--- config.mk ---
export PLATFORM = sky130hd
export DESIGN_NAME = sbus_byte_master
export DESIGN_NICKNAME = d
export VERILOG_FILES = /design/src/rtl/sbm_pkg.sv /design/src/rtl/sbm_tick.sv /design/src/rtl/sbm_regs.sv /design/src/rtl/sbm_engine.sv /design/src/rtl/sbus_byte_master.sv
export SDC_FILE = /design/constraint.sdc
export NUM_CORES = 1
export LEC_CHECK = 0
export BUFFER_PORTS_ARGS = -buffer_cell sky130_fd_sc_hd__buf_2
export CAP_MARGIN = 20
export CORE_ASPECT_RATIO = 0.8
export CORE_MARGIN = 8
export CORE_UTILIZATION = 25
export CTS_CLUSTER_SIZE = 30
export DETAILED_ROUTE_END_ITERATION = 8
export RECOVER_POWER = 100
export REMOVE_ABC_BUFFERS = 1
export SLEW_MARGIN = 15
export SYNTH_ARGS = -nofsm -noshare
export SYNTH_HDL_FRONTEND = slang
export SYNTH_SLANG_ARGS = --single-unit
--- constraint.sdc ---
create_clock -name clk -period 2.5 [get_ports clk]
set_input_delay 0.5 -clock clk [delete_from_list [all_inputs] [get_ports clk]]
set_output_delay 0.5 -clock clk [all_outputs]
set_load 0.05 [all_outputs]
--- src/rtl/sbm_pkg.sv ---
`timescale 1ns/1ps
// Package: shared constants and state types of the two-wire byte master.
// Assumes a byte-wide host register file with four offsets.
package sbm_pkg;
    localparam int DW        = 8;
    localparam int AW        = 2;
    localparam int BUSY_BIT  = 5;
    localparam int ERR_BIT   = 4;

    localparam logic [AW-1:0] OFS_DATA  = 2'd0;
    localparam logic [AW-1:0] OFS_INDEX = 2'd1;
    localparam logic [AW-1:0] OFS_SLAVE = 2'd2;
    localparam logic [AW-1:0] OFS_CTRL  = 2'd3;

    typedef enum logic [2:0] {
        ST_IDLE,
        ST_START,
        ST_TX,
        ST_RSTART,
        ST_RX,
        ST_STOP
    } eng_state_e;

    typedef enum logic [1:0] {
        SEG_ADDRW,
        SEG_INDEX,
        SEG_DATA,
        SEG_ADDRR
    } tx_seg_e;
endpackage

--- src/rtl/sbm_tick.sv ---
`timescale 1ns/1ps
// Module: quarter-bit tick generator.
// Emits a one-cycle tick every DIV system clocks; each bus bit spans four
// ticks. Assumes DIV >= 2.
module sbm_tick #(
    parameter int DIV = 4
) (
    input  logic clk,
    input  logic rst_n,
    output logic tick
);
    localparam int CW = (DIV > 2) ? $clog2(DIV) : 1;
    localparam logic [CW-1:0] LAST = CW'(DIV - 1);

    logic [CW-1:0] cnt_q;

    // Free-running divider counter with a terminal-count tick.
    always_ff @(posedge clk) begin
        if (!rst_n) begin
            cnt_q <= '0;
            tick  <= 1'b0;
        end else begin
            tick <= (cnt_q == LAST);
            if (cnt_q == LAST) cnt_q <= '0;
            else               cnt_q <= cnt_q + 1'b1;
        end
    end
endmodule

--- src/rtl/sbm_regs.sv ---
`timescale 1ns/1ps
// Module: host register file.
// Holds data, index and slave-address registers plus busy and sticky error
// flags. A slave-address write while idle sets busy and pulses go. Host
// writes to the first three registers are dropped while busy. Assumes the
// engine returns exactly one done pulse per go.
module sbm_regs
    import sbm_pkg::*;
(
    input  logic          clk,
    input  logic          rst_n,
    input  logic          reg_wr,
    input  logic [AW-1:0] reg_addr,
    input  logic [DW-1:0] reg_wdata,
    output logic [DW-1:0] reg_rdata,
    input  logic          done,
    input  logic          done_err,
    input  logic          done_read,
    input  logic [DW-1:0] rx_byte,
    output logic          go,
    output logic          busy,
    output logic          err,
    output logic [DW-1:0] data_q,
    output logic [DW-1:0] index_q,
    output logic [DW-1:0] slave_q
);
    logic err_clear;
    assign err_clear = reg_wr && (reg_addr == OFS_CTRL) && reg_wdata[ERR_BIT];

    // Register updates: host writes, launch, and completion capture.
    always_ff @(posedge clk) begin
        if (!rst_n) begin
            data_q  <= '0;
            index_q <= '0;
            slave_q <= '0;
            busy    <= 1'b0;
            err     <= 1'b0;
            go      <= 1'b0;
        end else begin
            go <= 1'b0;
            if (reg_wr && !busy) begin
                unique case (reg_addr)
                    OFS_DATA:  data_q  <= reg_wdata;
                    OFS_INDEX: index_q <= reg_wdata;
                    OFS_SLAVE: begin
                        slave_q <= reg_wdata;
                        busy    <= 1'b1;
                        go      <= 1'b1;
                    end
                    default: ;
                endcase
            end
            if (err_clear) err <= 1'b0;
            if (done) begin
                busy <= 1'b0;
                if (done_err)       err    <= 1'b1;
                else if (done_read) data_q <= rx_byte;
            end
        end
    end

    // Host read multiplexer.
    always_comb begin
        reg_rdata = '0;
        unique case (reg_addr)
            OFS_DATA:  reg_rdata = data_q;
            OFS_INDEX: reg_rdata = index_q;
            OFS_SLAVE: reg_rdata = slave_q;
            default: begin
                reg_rdata[BUSY_BIT] = busy;
                reg_rdata[ERR_BIT]  = err;
            end
        endcase
    end
endmodule

--- src/rtl/sbm_engine.sv ---
`timescale 1ns/1ps
// Module: bus sequencing engine.
// Runs one write or random-read byte transaction per go pulse. Each bus bit
// takes four ticks: q0 pull clock low, q1 set data, q2 release clock,
// q3 sample data. Assumes the register inputs stay constant while it runs
// and that no other master or clock stretching is present.
module sbm_engine
    import sbm_pkg::*;
(
    input  logic          clk,
    input  logic          rst_n,
    input  logic          tick,
    input  logic          go,
    input  logic [DW-1:0] slave_byte,
    input  logic [DW-1:0] index_byte,
    input  logic [DW-1:0] data_byte,
    input  logic          sda_in,
    output logic          scl_oe,
    output logic          sda_oe,
    output logic          done,
    output logic          done_err,
    output logic          done_read,
    output logic [DW-1:0] rx_byte,
    output logic          in_data
);
    localparam int BCW = $clog2(DW + 1);
    localparam logic [BCW-1:0] ACK_SLOT = BCW'(DW);

    eng_state_e     st_q;
    tx_seg_e        seg_q;
    logic [1:0]     q_q;
    logic [BCW-1:0] bitn_q;
    logic [DW-1:0]  sh_q;
    logic           rd_q;
    logic           err_q;

    assign done_err  = err_q;
    assign done_read = rd_q;
    assign in_data   = (st_q == ST_TX) || (st_q == ST_RX);

    // Transaction sequencer: advances one quarter-bit per tick.
    always_ff @(posedge clk) begin
        if (!rst_n) begin
            st_q    <= ST_IDLE;
            seg_q   <= SEG_ADDRW;
            q_q     <= '0;
            bitn_q  <= '0;
            sh_q    <= '0;
            rd_q    <= 1'b0;
            err_q   <= 1'b0;
            scl_oe  <= 1'b0;
            sda_oe  <= 1'b0;
            done    <= 1'b0;
            rx_byte <= '0;
        end else begin
            done <= 1'b0;
            if (st_q == ST_IDLE) begin
                if (go) begin
                    st_q  <= ST_START;
                    q_q   <= '0;
                    err_q <= 1'b0;
                    rd_q  <= slave_byte[0];
                end
            end else if (tick) begin
                q_q <= q_q + 1'b1;
                unique case (st_q)
                    ST_START: begin
                        if (q_q == 2'd2) sda_oe <= 1'b1;
                        if (q_q == 2'd3) begin
                            st_q   <= ST_TX;
                            seg_q  <= SEG_ADDRW;
                            sh_q   <= {slave_byte[DW-1:1], 1'b0};
                            bitn_q <= '0;
                        end
                    end
                    ST_TX: begin
                        unique case (q_q)
                            2'd0: scl_oe <= 1'b1;
                            2'd1: sda_oe <= (bitn_q != ACK_SLOT) ? ~sh_q[DW-1] : 1'b0;
                            2'd2: scl_oe <= 1'b0;
                            default: begin
                                if (bitn_q != ACK_SLOT) begin
                                    sh_q   <= {sh_q[DW-2:0], 1'b0};
                                    bitn_q <= bitn_q + 1'b1;
                                end else begin
                                    bitn_q <= '0;
                                    if (sda_in) begin
                                        err_q <= 1'b1;
                                        st_q  <= ST_STOP;
                                    end else begin
                                        unique case (seg_q)
                                            SEG_ADDRW: begin
                                                seg_q <= SEG_INDEX;
                                                sh_q  <= index_byte;
                                            end
                                            SEG_INDEX: begin
                                                if (rd_q) st_q <= ST_RSTART;
                                                else begin
                                                    seg_q <= SEG_DATA;
                                                    sh_q  <= data_byte;
                                                end
                                            end
                                            SEG_DATA:  st_q <= ST_STOP;
                                            default:   st_q <= ST_RX;
                                        endcase
                                    end
                                end
                            end
                        endcase
                    end
                    ST_RSTART: begin
                        unique case (q_q)
                            2'd0: scl_oe <= 1'b1;
                            2'd1: sda_oe <= 1'b0;
                            2'd2: scl_oe <= 1'b0;
                            default: begin
                                sda_oe <= 1'b1;
                                st_q   <= ST_TX;
                                seg_q  <= SEG_ADDRR;
                                sh_q   <= {slave_byte[DW-1:1], 1'b1};
                                bitn_q <= '0;
                            end
                        endcase
                    end
                    ST_RX: begin
                        unique case (q_q)
                            2'd0: scl_oe <= 1'b1;
                            2'd1: sda_oe <= 1'b0;
                            2'd2: scl_oe <= 1'b0;
                            default: begin
                                if (bitn_q != ACK_SLOT) begin
                                    rx_byte <= {rx_byte[DW-2:0], sda_in};
                                    bitn_q  <= bitn_q + 1'b1;
                                end else begin
                                    bitn_q <= '0;
                                    st_q   <= ST_STOP;
                                end
                            end
                        endcase
                    end
                    ST_STOP: begin
                        unique case (q_q)
                            2'd0: scl_oe <= 1'b1;
                            2'd1: sda_oe <= 1'b1;
                            2'd2: scl_oe <= 1'b0;
                            default: begin
                                sda_oe <= 1'b0;
                                st_q   <= ST_IDLE;
                                done   <= 1'b1;
                            end
                        endcase
                    end
                    default: st_q <= ST_IDLE;
                endcase
            end
        end
    end
endmodule

--- src/rtl/sbus_byte_master.sv ---
`timescale 1ns/1ps
// Module: top of the register-driven two-wire byte master.
// Connects the host register file, the quarter-bit divider and the bus
// engine. The bus lines are open-drain: an output enable of 1 pulls the
// line low. Assumes an external pull-up on both lines.
module sbus_byte_master
    import sbm_pkg::*;
#(
    parameter int CLK_DIV = 4
) (
    input  logic          clk,
    input  logic          rst_n,
    input  logic          reg_wr,
    input  logic [AW-1:0] reg_addr,
    input  logic [DW-1:0] reg_wdata,
    output logic [DW-1:0] reg_rdata,
    output logic          scl_oe,
    output logic          sda_oe,
    input  logic          sda_in
);
    logic          tick_w;
    logic          go_w;
    logic          busy_w;
    logic          err_w;
    logic          done_w;
    logic          done_err_w;
    logic          done_read_w;
    logic          in_data_w;
    logic [DW-1:0] rx_w;
    logic [DW-1:0] data_w;
    logic [DW-1:0] index_w;
    logic [DW-1:0] slave_w;

    sbm_tick #(.DIV(CLK_DIV)) u_tick (
        .clk  (clk),
        .rst_n(rst_n),
        .tick (tick_w)
    );

    sbm_regs u_regs (
        .clk      (clk),
        .rst_n    (rst_n),
        .reg_wr   (reg_wr),
        .reg_addr (reg_addr),
        .reg_wdata(reg_wdata),
        .reg_rdata(reg_rdata),
        .done     (done_w),
        .done_err (done_err_w),
        .done_read(done_read_w),
        .rx_byte  (rx_w),
        .go       (go_w),
        .busy     (busy_w),
        .err      (err_w),
        .data_q   (data_w),
        .index_q  (index_w),
        .slave_q  (slave_w)
    );

    sbm_engine u_eng (
        .clk       (clk),
        .rst_n     (rst_n),
        .tick      (tick_w),
        .go        (go_w),
        .slave_byte(slave_w),
        .index_byte(index_w),
        .data_byte (data_w),
        .sda_in    (sda_in),
        .scl_oe    (scl_oe),
        .sda_oe    (sda_oe),
        .done      (done_w),
        .done_err  (done_err_w),
        .done_read (done_read_w),
        .rx_byte   (rx_w),
        .in_data   (in_data_w)
    );
endmodule

==> reports/metrics.csv, run 1 <==
stage;metric;value;unit
run_status;outcome;complete, no violations;
route;wl;7730;µm
cells_and_area;finalNetCount;405;
critical_path;r2r-start;u_eng.seg_q[1];
critical_path;critPathKind;input port to primary output;
critical_path;crit_path_max_fanout;13;
worst_hold_path;hold_start;u_tick.cnt_q[0];
cells_and_area;multi_input_area;1870;µm²
power;clockPowerShare;0.514;
power;power.total;2.67;mW
timing;hold_slack;0.433;ns
clock_tree;clk_latency;0.33;ns
die;die_y;118;µm
critical_path;path_cells;buf_2 > nor2b_1 > buf_4 > nand2_1 > o21ai_0 > clkbuf_1;
route;drt_iter0_drc;178;
route;viasPerCell;4.72;
die;die_area;17000;µm²
power;seq_power_share;0.396;
global_route;grt_max_degree;36;
power;pwr_density_cell;695;nW/µm²
placement;place.gp.congestion;0.850;
route;antenna_left;0;
power;p_leak;1.44;nW
die;coreArea;12800;µm²
power;p_int;2.03;mW
clock_tree;cts_sinks;62;
critical_path;crit_family;buffers and inverters;
clock_tree;clock_path_buffers;2;
global_route;antenna_found_initial;0;
critical_path;required;2.00;ns
timing;tightestPinTransition;1.41;ns
route;drc;0;
timing;drv_slew;0;
yosys;yosys_warnings;0;
critical_path;path_buf_inv;3;
timing;relSlewSlack;0.0606;
route;wire_per_inst;13.7;µm
route;dr.pass1.iters;5;
timing;skew;0.00718;ns
cells_and_area;synthToLayoutAreaGrowth;17.3;%
yosys;yosys.area.top_type;dfxtp_1;
yosys;synth_cell_types;49;
die;die_width;144;µm
cells_and_area;antenna_cells;0;
worst_hold_path;whs_path_depth;1;
clock_tree;htree_levels;3;
worst_hold_path;hp-class;register to register;
global_route;track_usage;0.0942;
yosys;ys_ff_latch;62;
clock_tree;clkSlewWorstSetupHoldPaths;0.05;ns
yosys;yosys-top-cells-area;dfxtp_1 (38%), mux2i_1 (12%), nand2_1 (5.3%);
power;comb_power_share;0.090;
clock_tree;post_cts_resized;0;
clock_tree;holdBufCountCts;0;
die;start_util;0.256;
yosys;ys_seq_area_frac;0.379;
worst_hold_path;min_to;u_tick.cnt_q[0];
placement;place_area;3540;µm²
cells_and_area;final-seq-area;1240;µm²
critical_path;critPathLaunchType;input port;
power;netSwitchingFraction;0.238;
global_route;overflow;0;
cells_and_area;drive_above_1_share;0.121;
power;p_sw;0.635;mW
yosys;synth_area;3280;µm²
placement;dp_hpwl;5690;µm
yosys;synth_top_area_share;0.379;
timing;hold_violations;0;
critical_path;rrSetupSlack;0.34;ns
clock_tree;cts_tree;done;
timing;fmax;442;MHz
placement;dp_slack;0.359;ns
critical_path;reg2regPathDepth;8;
critical_path;r2r_end;u_eng.seg_q[0];
yosys;synthFlopType;dfxtp_1;
global_route;grt_pass1_wl;13000;µm
cells_and_area;finish.instance_area;3840;µm²
yosys;synth.avg_cell_area;8.93;µm²
yosys;synth_edf_count;0;
critical_path;cp.arrival;1.76;ns
critical_path;slowest_delay;0.49;ns
timing;fin_crit_sh;0.905;
global_route;grt_pass1_vias;2447;
route;vias;2653;
clock_tree;cts_made_buffers;9;
timing;setup_viol;0;
timing;finalSetupTns;0;ns
power;irDropWorstVdd;0.323;mV
cells_and_area;fill_cells;1335;
timing;rsz0062_at_grt;false;
critical_path;cp-end-kind;primary output;
yosys;synthArstFlopShare;0;
timing;setup_slack;0.238;ns
clock_tree;post_cts_buffers;0;
clock_tree;root_buffer;clkbuf_16;
critical_path;cp_slowest_cell;clkbuf_1;
job;cap_violations;0;
timing;fin_crit;2.26;ns
yosys;synth_cells;367;
placement;numPortBuffers;23;
die;rows;37;
die;ios;24;
-- worst max path at each step --
stage                      from            to  slack (ns)  depth (start not counted)
finish              reg_addr[0]  reg_rdata[3]        0.24                          6
global route        reg_addr[0]  reg_rdata[3]        0.16                          6
CTS                 reg_addr[1]  reg_rdata[4]        0.35                          3
detailed placement  reg_addr[1]  reg_rdata[4]        0.36                          3
global placement    reg_addr[1]  reg_rdata[4]        0.35                          3
floorplan           reg_addr[1]  reg_rdata[1]        0.31                          2
-- metrics by stage --
stage,instances,util
floorplan,342,-
global placement,546,0.276
detailed placement,546,0.276
CTS,562,0.302
global route,562,0.300
finish,562,0.300
-- power by group through the flow --
stage | Clock, mW | Sequential, mW | Combinational (mW)
after CTS | 1.40 | 1.06 | 0.248
after global placement | 0 | 1.08 | 0.244
after detailed placement | 0 | 1.08 | 0.248
after global routing | 1.43 | 1.06 | 0.267
final | 1.37 | 1.06 | 0.239
after floorplan | 0 | 1.06 | 0.169
-- cell families (layout without fill, tap and decap cells) --
family | count (synthesis) | after routing | synth area share
fa+ha+maj | 9 | 9 | 0.0344
flops | 62 | 62 | 0.379
xor+xnor | 1 | 1 | 0.00267
buf+inv | 34 | 54 | 0.0493
simple gates | 129 | 129 | 0.209
mux | 41 | 41 | 0.133
compound gates | 91 | 91 | 0.193
-- state kept, by name (all words and copies together) (netlist names), 2 cells and up --
name / count
u_regs.slave_q: 8
u_eng.st_q: 3
u_regs.data_q: 8
u_regs.index_q: 8
u_tick.cnt_q: 2
u_eng.seg_q: 2
u_eng.bitn_q: 4
u_eng.q_q: 2
u_eng.rx_byte: 8
u_eng.sh_q: 8
-- cells in the final DEF (no fill, tap or decap), types with 8 or more instances in the layout --
| cell | netlist | final |
|---|---|---|
| dfxtp_1 | 62 | 62 |
| nand2_1 | 46 | 46 |
| mux2i_1 | 39 | 39 |
| o21ai_0 | 23 | 24 |
| nor2b_1 | 22 | 22 |
| a21oi_1 | 20 | 20 |
| nor2_1 | 16 | 16 |
| buf_2 | 6 | 15 |
| a21boi_0 | 12 | 12 |
| inv_1 | 9 | 9 |
| ha_1 | 9 | 9 |
| clkbuf_16 | 0 | 9 |
| nand3_1 | 8 | 8 |
| o211a_1 | 8 | 8 |
-- routing by layer --
metal,global-route usage,wire [µm]
met2,0.134,3330
met3,0.0241,348
met5,0,0
met1,0.134,3940
met4,0.0315,100
-- Yosys cell counts, types with 2 or more instances --
library cell	instances
clkbuf_1	15
nor3_1	3
nand2_1	46
nand4_1	4
dfxtp_1	62
a211oi_1	7
a21oi_1	20
nor3b_1	4
nand3_1	8
nor2_1	16
nand2b_1	7
buf_6	3
nor2b_1	22
inv_1	9
mux2i_1	39
ha_1	9
nand3b_1	4
o211a_1	8
o211ai_1	4
buf_2	6
and3b_1	2
o31ai_1	2
a21boi_0	12
mux4_2	2
a31oi_1	3
o21ai_0	23
and2_1	5
-- area by class of cell --
class / count / area share
multi-input combinational: 271 / 0.486
inverter: 9 / 0.00879
tap: 175 / 0.0570
clock inverter: 5 / 0.0212
sequential: 62 / 0.323
clock buffer: 11 / 0.0658
timing repair buffer: 29 / 0.0381
(Power assumes the default switching activity.)
==> inputs of run 2 (changes only) <==
CORE_UTILIZATION = 30   (was 25)
==> run 2 against run 1 <==
  * Total power decreased by 8.4%
  * Sequential power about the same
  * Hold slack lost 0.0082 ns
  * Clock power shrank 16%
  * Die area fell by 15%
  * Cell area fell by 2.3%
  * Combinational power increased by 3%
  * Non-clock buffer count is 4 higher
  * Highest routed layer unchanged
  * Critical endpoint is now reg_rdata[7]
  * Setup slack improved by 0.037 ns
  * Via count up 0.11%
  * Critical path depth down 1
  * Sequential cell count did not move
==> reports/metrics.csv, run 2 (same netlist as run 1, synthesis figures left out) <==
stage;metric;value;unit
clock_tree;htree_levels;3;
power;comb_power_share;0.101;
die;rows;34;
cells_and_area;layout_commonest_cell;dfxtp_1;
clock_tree;clock_path_buffers;2;
timing;fin_crit;2.23;ns
die;die_y;109;µm
global_route;grt_max_degree;43;
clock_tree;post_cts_buffers;0;
route;antenna_left;0;
route;viasPerCell;4.98;
timing;setup_viol;0;
clock_tree;cts_tree;done;
global_route;grt_pass1_vias;2596;
clock_tree;root_buffer;clkbuf_16;
clock_tree;clkSlewWorstSetupHoldPaths;0.05;ns
cells_and_area;fill_cells;1115;
cells_and_area;finalNetCount;409;
power;clockPowerShare;0.469;
placement;dp_hpwl;5680;µm
cells_and_area;final-seq-area;1240;µm²
power;pwr_density_cell;652;nW/µm²
critical_path;required;2.00;ns
route;drc;0;
cells_and_area;finish.instance_area;3750;µm²
route;vias;2656;
placement;numPortBuffers;23;
power;p_leak;1.40;nW
die;start_util;0.304;
die;coreArea;10800;µm²
timing;drv_slew;0;
clock_tree;clk_latency;0.32;ns
die;die_width;133;µm
critical_path;critPathKind;input port to primary output;
cells_and_area;final_cell_mix;dfxtp_1 (62), nand2_1 (46), mux2i_1 (39), o21ai_0 (24), nor2b_1 (22);
route;wire_per_inst;14.7;µm
cells_and_area;antenna_cells;0;
cells_and_area;synthToLayoutAreaGrowth;14.6;%
timing;tightestPinTransition;0.961;ns
global_route;overflow;0;
route;drt_iter0_drc;144;
timing;fin_crit_sh;0.890;
route;dr.pass1.iters;4;
global_route;track_usage;0.112;
clock_tree;cts_sinks;62;
timing;hold_violations;0;
power;p_sw;0.597;mW
clock_tree;holdBufCountCts;0;
global_route;antenna_found_initial;0;
clock_tree;post_cts_resized;0;
power;p_int;1.85;mW
job;cap_violations;0;
placement;place.gp.congestion;0.803;
timing;finalSetupTns;0;ns
route;wl;7860;µm
cells_and_area;drive_above_1_share;0.103;
timing;relSlewSlack;0.356;
timing;skew;0.00688;ns
critical_path;crit_path_max_fanout;11;
clock_tree;cts_made_buffers;9;
power;netSwitchingFraction;0.244;
timing;fmax;449;MHz
power;irDropWorstVdd;0.255;mV
worst_hold_path;hp-class;register to register;
timing;rsz0062_at_grt;false;
power;power.total;2.45;mW
critical_path;cp.arrival;1.73;ns
global_route;grt_pass1_wl;13200;µm
cells_and_area;multi_input_area;1860;µm²
die;die_area;14500;µm²
critical_path;cp-end-kind;primary output;
die;ios;24;
placement;place_area;3520;µm²
power;seq_power_share;0.430;
run_status;outcome;complete, no violations;
critical_path;critPathLaunchType;input port;
[run 2: changes by cell type in the layout (fill, tap and decap cells not counted), sizes merged]
| cell | change |
|---|---|
| buf | +3 |
| bufinv | -2 |
| clkbuf | +3 |
| clkinv | -1 |
| clkinvlp | -1 |
[run 2: stage by stage]
step | worst slack, ns | hold WS [ns] | std cells | utilization
global route | 0.175 | 0.447 | 533 | 0.349
CTS | 0.424 | 0.431 | 533 | 0.353
finish | 0.275 | 0.425 | 533 | 0.349
global placement | 0.442 | 0.412 | 519 | 0.327
floorplan | 0.312 | 0.405 | 342 | -
detailed placement | 0.434 | 0.424 | 519 | 0.327
[run 2: area by class of cell]
type	count	share of cell area
clock inverters	1	0.00133
inverters	9	0.00900
flip-flops and latches	62	0.331
multi-input cells	271	0.495
well taps	144	0.0480
clock buffers	13	0.0720
repair buffers	33	0.0440
[run 2: routing by layer]
metal	GRT usage	up-vias	part of all wire	wire length (µm)
met5	0	-	0	0
met4	0.0445	0	0.016	122
met3	0.0228	10	0.037	291
met2	0.178	59	0.44	3450
met1	0.148	1245	0.51	4000
li1	-	1342	-	-
[run 2: power groups by stage]
stage               logic, mW  registers, mW  clock network [mW]
floorplan               0.169           1.06                   0
global placement        0.255           1.07                   0
detailed placement      0.259           1.07                   0
CTS                     0.261           1.05                1.17
global route            0.272           1.06                1.22
finish                  0.247           1.05                1.15
[run 2: critical path: stages]
cell and delay (ns):
buf_2 0.26, buf_4 0.23, mux2i_1 0.09, o21ai_0 0.16
clkbuf_1 0.49
[run 2: final timing paths]
kind	start	to	slack [ns]	cells past startpoint
setup / recovery	reg_addr[1]	reg_rdata[7]	0.27	5
hold / removal	u_tick.cnt_q[0]	u_tick.cnt_q[0]	0.42	1
setup reg to reg	u_eng.bitn_q[0]	u_eng.rx_byte[1]	0.32	6
hold reg to reg	u_tick.cnt_q[0]	u_tick.cnt_q[0]	0.42	1
